**src/rtl/ddrdes_pkg.sv**
```systemverilog
package ddrdes_pkg;
  localparam logic [1:0] HEAD_MARK = 2'b10; // first bit 1, second bit 0
  localparam logic [1:0] TAIL_MARK = 2'b01; // second-to-last 0, last 1

  function automatic logic markers_match(input logic [1:0] head, input logic [1:0] tail);
    return (head == HEAD_MARK) && (tail == TAIL_MARK);
  endfunction
endpackage

```
**src/rtl/ddr_bit_capture.sv**
```systemverilog
module ddr_bit_capture (
  input  logic       sclk_i,
  input  logic       rst_ni,
  input  logic       en_i,
  input  logic       sdata_i,
  output logic [1:0] pair_o
);
  logic fall_q;

  // odd bit, taken on the falling edge
  always_ff @(negedge sclk_i or negedge rst_ni) begin
    if (!rst_ni)    fall_q <= 1'b0;
    else if (!en_i) fall_q <= 1'b0;
    else            fall_q <= sdata_i;
  end

  // pair as seen at the rising edge: {odd, even}
  assign pair_o = {fall_q, sdata_i};
endmodule

```
**src/rtl/frame_shifter.sv**
```systemverilog
module frame_shifter #(
  parameter int FRAME_PAIRS = 13
) (
  input  logic                    sclk_i,
  input  logic                    rst_ni,
  input  logic                    en_i,
  input  logic [1:0]              pair_i,
  output logic                    hit_o,
  output logic [2*FRAME_PAIRS-5:0] payload_o
);
  import ddrdes_pkg::*;
  localparam int FBITS = 2 * FRAME_PAIRS;
  localparam int WW    = FBITS - 4;

  logic [FBITS-1:0] win_q;

  // win_q[FBITS-1] holds the oldest bit (frame bit 1)
  always_ff @(posedge sclk_i or negedge rst_ni) begin
    if (!rst_ni)    win_q <= '0;
    else if (!en_i) win_q <= '0;
    else            win_q <= {win_q[FBITS-3:0], pair_i};
  end

  // payload bit i is frame bit 3+i, stored at win_q[FBITS-3-i]
  function automatic logic [WW-1:0] take_payload(input logic [FBITS-1:0] w);
    logic [WW-1:0] r;
    for (int i = 0; i < WW; i++) r[i] = w[FBITS-3-i];
    return r;
  endfunction

  assign hit_o     = markers_match(win_q[FBITS-1:FBITS-2], win_q[1:0]);
  assign payload_o = take_payload(win_q);
endmodule

```
**src/rtl/word_output_stage.sv**
```systemverilog
module word_output_stage #(
  parameter int FRAME_PAIRS = 13,
  parameter int WORD_W      = 22
) (
  input  logic              sclk_i,
  input  logic              rst_ni,
  input  logic              en_i,
  input  logic              hit_i,
  input  logic [WORD_W-1:0] payload_i,
  output logic              busy_o,
  output logic              load_o,
  output logic [WORD_W-1:0] word_o,
  output logic              strobe_o
);
  localparam int CNT_W = $clog2(FRAME_PAIRS);
  localparam logic [CNT_W-1:0] HOLD_N = CNT_W'(FRAME_PAIRS - 1);

  logic [CNT_W-1:0]  lock_q;
  logic              load_q, strobe_q;
  logic [WORD_W-1:0] word_q;
  logic              accept;

  assign busy_o = (lock_q != '0);
  assign accept = hit_i && !busy_o;

  always_ff @(posedge sclk_i or negedge rst_ni) begin
    if (!rst_ni) begin
      lock_q <= '0; load_q <= 1'b0; strobe_q <= 1'b0; word_q <= '0;
    end else if (!en_i) begin
      lock_q <= '0; load_q <= 1'b0; strobe_q <= 1'b0; word_q <= '0;
    end else begin
      load_q   <= accept;
      strobe_q <= load_q;
      if (accept) begin
        word_q <= payload_i;
        lock_q <= HOLD_N;
      end else if (busy_o) begin
        lock_q <= lock_q - 1'b1;
      end
    end
  end

  assign load_o   = load_q;
  assign word_o   = word_q;
  assign strobe_o = strobe_q;
endmodule

```
**src/rtl/ddr_frame_deser.sv**
```systemverilog
module ddr_frame_deser #(
  parameter int FRAME_PAIRS = 13
) (
  input  logic                     sclk_i,
  input  logic                     rst_ni,
  input  logic                     en_i,
  input  logic                     oe_i,
  input  logic                     sdata_i,
  output logic [2*FRAME_PAIRS-5:0] word_o,
  output logic                     strobe_o,
  output logic                     pad_oe_o
);
  localparam int WORD_W = 2 * FRAME_PAIRS - 4;

  logic [1:0]        bit_pair;
  logic              frame_hit;
  logic [WORD_W-1:0] payload;
  logic              lock_busy;
  logic              word_load;
  logic [WORD_W-1:0] word_q;
  logic              strobe_q;

  ddr_bit_capture i_cap (
    .sclk_i(sclk_i), .rst_ni(rst_ni), .en_i(en_i), .sdata_i(sdata_i), .pair_o(bit_pair)
  );

  frame_shifter #(.FRAME_PAIRS(FRAME_PAIRS)) i_shift (
    .sclk_i(sclk_i), .rst_ni(rst_ni), .en_i(en_i), .pair_i(bit_pair),
    .hit_o(frame_hit), .payload_o(payload)
  );

  word_output_stage #(.FRAME_PAIRS(FRAME_PAIRS), .WORD_W(WORD_W)) i_out (
    .sclk_i(sclk_i), .rst_ni(rst_ni), .en_i(en_i), .hit_i(frame_hit),
    .payload_i(payload), .busy_o(lock_busy), .load_o(word_load),
    .word_o(word_q), .strobe_o(strobe_q)
  );

  assign pad_oe_o = en_i & oe_i;
  assign word_o   = pad_oe_o ? word_q : '0;
  assign strobe_o = strobe_q;
endmodule

```
**config.mk**
```make
export PLATFORM = sky130hd
export DESIGN_NAME = ddr_frame_deser
export DESIGN_NICKNAME = d
export VERILOG_FILES = /design/src/rtl/ddrdes_pkg.sv /design/src/rtl/ddr_bit_capture.sv /design/src/rtl/frame_shifter.sv /design/src/rtl/word_output_stage.sv /design/src/rtl/ddr_frame_deser.sv
export SDC_FILE = /design/constraint.sdc
export NUM_CORES = 1
export LEC_CHECK = 0
export BUFFER_PORTS_ARGS = -buffer_cell sky130_fd_sc_hd__buf_2
export CORE_ASPECT_RATIO = 0.6
export CORE_MARGIN = 2
export CORE_UTILIZATION = 56
export CTS_CLUSTER_SIZE = 24
export DETAILED_ROUTE_END_ITERATION = 8
export PLACE_DENSITY = 0.82
export SYNTH_ARGS = -nofsm -noshare
export SYNTH_HDL_FRONTEND = slang
export SYNTH_SLANG_ARGS = --single-unit
```
**constraint.sdc**
```tcl
create_clock -name sclk_i -period 2.01 [get_ports sclk_i]
set_clock_uncertainty 0.05 [all_clocks]
set_input_delay 0.3015 -clock sclk_i [delete_from_list [all_inputs] [get_ports sclk_i]]
set_output_delay 0.3015 -clock sclk_i [all_outputs]
set_load 0.05 [all_outputs]
```
== Word-level counts from Yosys, hierarchy flattened ==
Index checks and enable logic that the tools add are counted.
Word-level totals
  output and inout bits: 24
  word-level logic and storage cells: 26
  register bits after elaboration: 55
Cells by class
  equality and inequality tests: 4
  mux-type cells: 10
  reduce and logical (&&, ||, !) cells: 4
  bitwise logic cells: 1
  add/sub/neg operators: 1
Operators with widths (count)
  $mux W22: 3
  $mux W26: 1
  $mux W4: 3
  $reduce_bool A4 Y1: 1
  $sub A4 B1 Y4 const B: 1
  $mux W1: 3
  $ne A3 B1 Y1 const B: 1
  $eq A2 B1 Y1 const B: 1
  $eq A2 B2 Y1 const B: 1
  $logic_and A1 B1 Y1: 2
  $ne A2 B1 Y1 const B: 1
  $and A1 B1 Y1: 1
  $logic_not A1 Y1: 1

== Longest topological paths before layout ==
  depth after elaboration: 5
  gate-level depth with buffers: 7

== Hierarchy ==
A second synthesis with hierarchy kept.
Second synthesis, totals
  cell total of the unflattened synthesis: 238
  area total of the unflattened synthesis: 2498.6 µm²
By module, submodules not included
  word_output_stage: sequential area each 700.7 µm², cells an instance 130, area each 1234.9 µm², times used 1
  frame_shifter: sequential area each 650.6 µm², cells an instance 77, area each 1036.0 µm², times used 1
  ddr_frame_deser: sequential area each 0.0 µm², cells an instance 27, area each 181.4 µm², times used 1
  ddr_bit_capture: sequential area each 25.0 µm², cells an instance 4, area each 46.3 µm², times used 1

==> impl_metrics.yaml <==
yosys:
  synth.most_common_cell: "dfrtp_1"
  synth_edf_count: 0
  ys_types: 24
  synth_nets: 215
  async_flop_share_pct: 100
  netlist.area_leader.share_pct: 59.7
  synth_top_area_cell: "dfrtp_1"
  syn_area_per_cell_um2: 10.9
  synth_cells: 208
  ys.flop_type: "dfrtp_1"
  yosysWarnings: 0
  netlist_top_cells_area: "dfrtp_1 (60%), mux2i_1 (9.7%), nand2_1 (8.1%), and3_1 (6.1%), inv_1 (4.3%)"
  ys_seq_elements: 55
  seq_area_frac_synth_pct: 60.8
  syn_area_um2: 2260
  synth_common_cells: "dfrtp_1 (54), nand2_1 (49), inv_1 (26)"
worst_setup_path:
  crit_type: "reg2reg"
  end_kind: "register"
  critPathLaunch: "i_out.lock_q[0]"
  path_max_fanout: 23
  worstPathRequired_ps: 2130
  ff2ff_path_depth: 6
  rr_endpoint: "i_out.word_o[2]"
  arrival_ps: 1820
  reg2reg_from: "i_out.lock_q[0]"
  cp-endpoint: "i_out.word_o[2]"
  r2r_setup_slack_ps: 310
  start_kind: "register"
clock_network:
  cts-resized-gates: 0
  cts_inserted_buffers: 5
  cts.path.max_buffers: 2
  cts_setup_buffers: 0
  cts_tree: "built"
  hold_buffers: 0
  cts_root_buf: "clkbuf_8"
  clk_pin_slew_ps: 90
  clk_latency_ps: 300
  ctsHtreeMaxLevel: 2
  cts_sinks: 55
layout:
  multiInputGateArea_um2: 703
  final-seq-area_um2: 1380
  diodes: 0
  fillCellCount: 308
  layout-drive-gt1-share_pct: 17.2
  final_nets: 239
  final_core_util_pct: 66.7
  synthToLayoutAreaGrowth_pct: 10.9
global_route:
  grt_pass1_wl_mm: 6.24
  track_usage_pct: 18.6
  antenna_found_initial: 0
  grt_max_degree: 78
  grt_pass1_vias: 1316
  grt-ovfl-total: 0
timing:
  period_share_pct: 84.4
  rsz0062_at_grt: "false"
  hold_viol: 0
  final-setup-viol-count: 0
  slew_headroom_pct: 57.7
  fmax_mhz: 589
  slew_violations: 0
  fin_crit_ps: 1700
  fin_setup_tns_ps: 0
  tightest_slew_ps: 635
floorplanning:
  die_y_um: 53.2
  initial_core_util_pct: 60.1
  die_x_um: 86.1
  core_um2: 3760
  rows: 17
  io_pins: 29
  die-area_um2: 4580
power_and_ir_drop:
  finalPower_w: 0.00208
  p_sw_w: 0.000514
  p_int_w: 0.00156
  power.switching_fraction_pct: 24.8
  irDropWorstVdd_mv: 0.441
  clock_power_share_pct: 31.1
  p_leak_nw: 1.65
  power_density_nw_per_um2: 826
  seqPwrFrac_pct: 56.9
  power_frac_comb_pct: 12.0
detailed_routing:
  drt_first_pass_iters: 4
  avgRoutedWirePerCell_um: 13.2
  routed_via_density: 4.98
  drt.antenna.violating_nets: 0
  dr.first_iter.drc_count: 136
  drc: 0
  vias: 1395
  routed_wirelength_mm: 3.69
place:
  io_buffers: 28
  gp_congestion: 0.758
  place_hpwl_mm: 2.41
worst_hold_path:
  hp-class: "in2async"
flow_run:
  drv_cap: 0
outcome:
  outcome: "finished, final reports clean"
power groups by stage:
stage                     registers (W)  clock network (W)  logic [W]
after global placement          0.00120                  0   0.000247
after global routing            0.00119           0.000704   0.000288
after floorplan                 0.00119                  0   0.000187
after CTS                       0.00118           0.000661   0.000252
final                           0.00118           0.000644   0.000249
after detailed placement        0.00120                  0   0.000250
state kept, by name, summed over array words and instances (netlist names):
| register | count |
|---|---|
| i_cap.fall_q | 1 |
| i_out.load_o | 1 |
| i_shift.win_q | 26 |
| i_out.lock_q | 4 |
| i_out.word_o | 22 |
| i_out.strobe_o | 1 |
worst min-delay path by stage:
stage	start	endpoint	slack, ps	cells past startpoint
final	rst_ni	i_out.lock_q[2]	100	2
after global routing	rst_ni	i_out.word_o[1]	180	2
after CTS	rst_ni	i_out.word_o[1]	130	2
after detailed placement	i_shift.win_q[12]	i_shift.win_q[14]	390	2
after global placement	i_out.load_o	i_out.strobe_o	390	1
after floorplan	rst_ni	i_out.load_o	-40	0
worst max-delay path, stage by stage (launching register included):
cell,delay (ps)
dfrtp_1,410
inv_1,110
ha_1,180
nor3b_4,310
nand2b_2,80
buf_4,260
mux2i_1,170
metal layers:
metal | vias to the layer above | track usage (%) | wire, um
met5 | - | 0 | 0
met4 | 0 | 7.14 | 51
met3 | 7 | 4.21 | 190
met2 | 28 | 26.7 | 1490
met1 | 659 | 27.7 | 1960
li1 | 701 | - | -
metrics by stage:
stage	instance area, um2	hold WS [ps]	worst slack [ps]	cells
after detailed placement	2410	392	203	272
after floorplan	2260	-44.1	59.1	208
final	2510	102	313	280
after global routing	2510	178	191	280
after global placement	2410	386	210	272
after CTS	2510	132	310	280
final cells by class:
class | count | area share (%)
Sequential cell | 55 | 54.8
Multi-Input combinational cell | 113 | 28.0
Timing Repair Buffer | 31 | 6.98
Tap cell | 47 | 2.34
Clock buffer | 8 | 3.99
Inverter | 26 | 3.89
cells in the final DEF, fill, tap and decap left out:
cell,synthesis,layout
dfrtp_1,54,54
a21oi_1,1,1
nand4bb_1,1,1
nand2b_2,1,1
and4_1,1,1
nand2_1,49,49
buf_2,3,28
clkbuf_1,8,1
inv_1,26,26
a211o_1,1,1
ha_1,2,2
and2_1,6,6
clkbuf_8,0,7
mux2i_1,22,22
buf_4,0,2
o32ai_1,1,1
nor2_1,1,1
and3_1,22,22
o22ai_1,1,1
o21ai_0,1,1
dfrtn_1,1,1
xor2_1,1,1
buf_12,0,1
nor3b_4,1,1
nor3_1,1,1
cell families (layout without fill, tap and decap cells):
logic type               Yosys count  in the layout  share of synthesized area [%]
multiplexers                      22             22                           9.73
XOR/XNOR                           1              1                          0.387
buffers and inverters             40             65                           8.13
flip-flops                        55             55                           60.8
adder cells (fa/ha/maj)            2              2                           1.11
AO/OA/AOI/OAI                      5              5                           1.49
AND/OR/NAND/NOR                   83             83                           18.4
(Power assumes the default switching activity.)
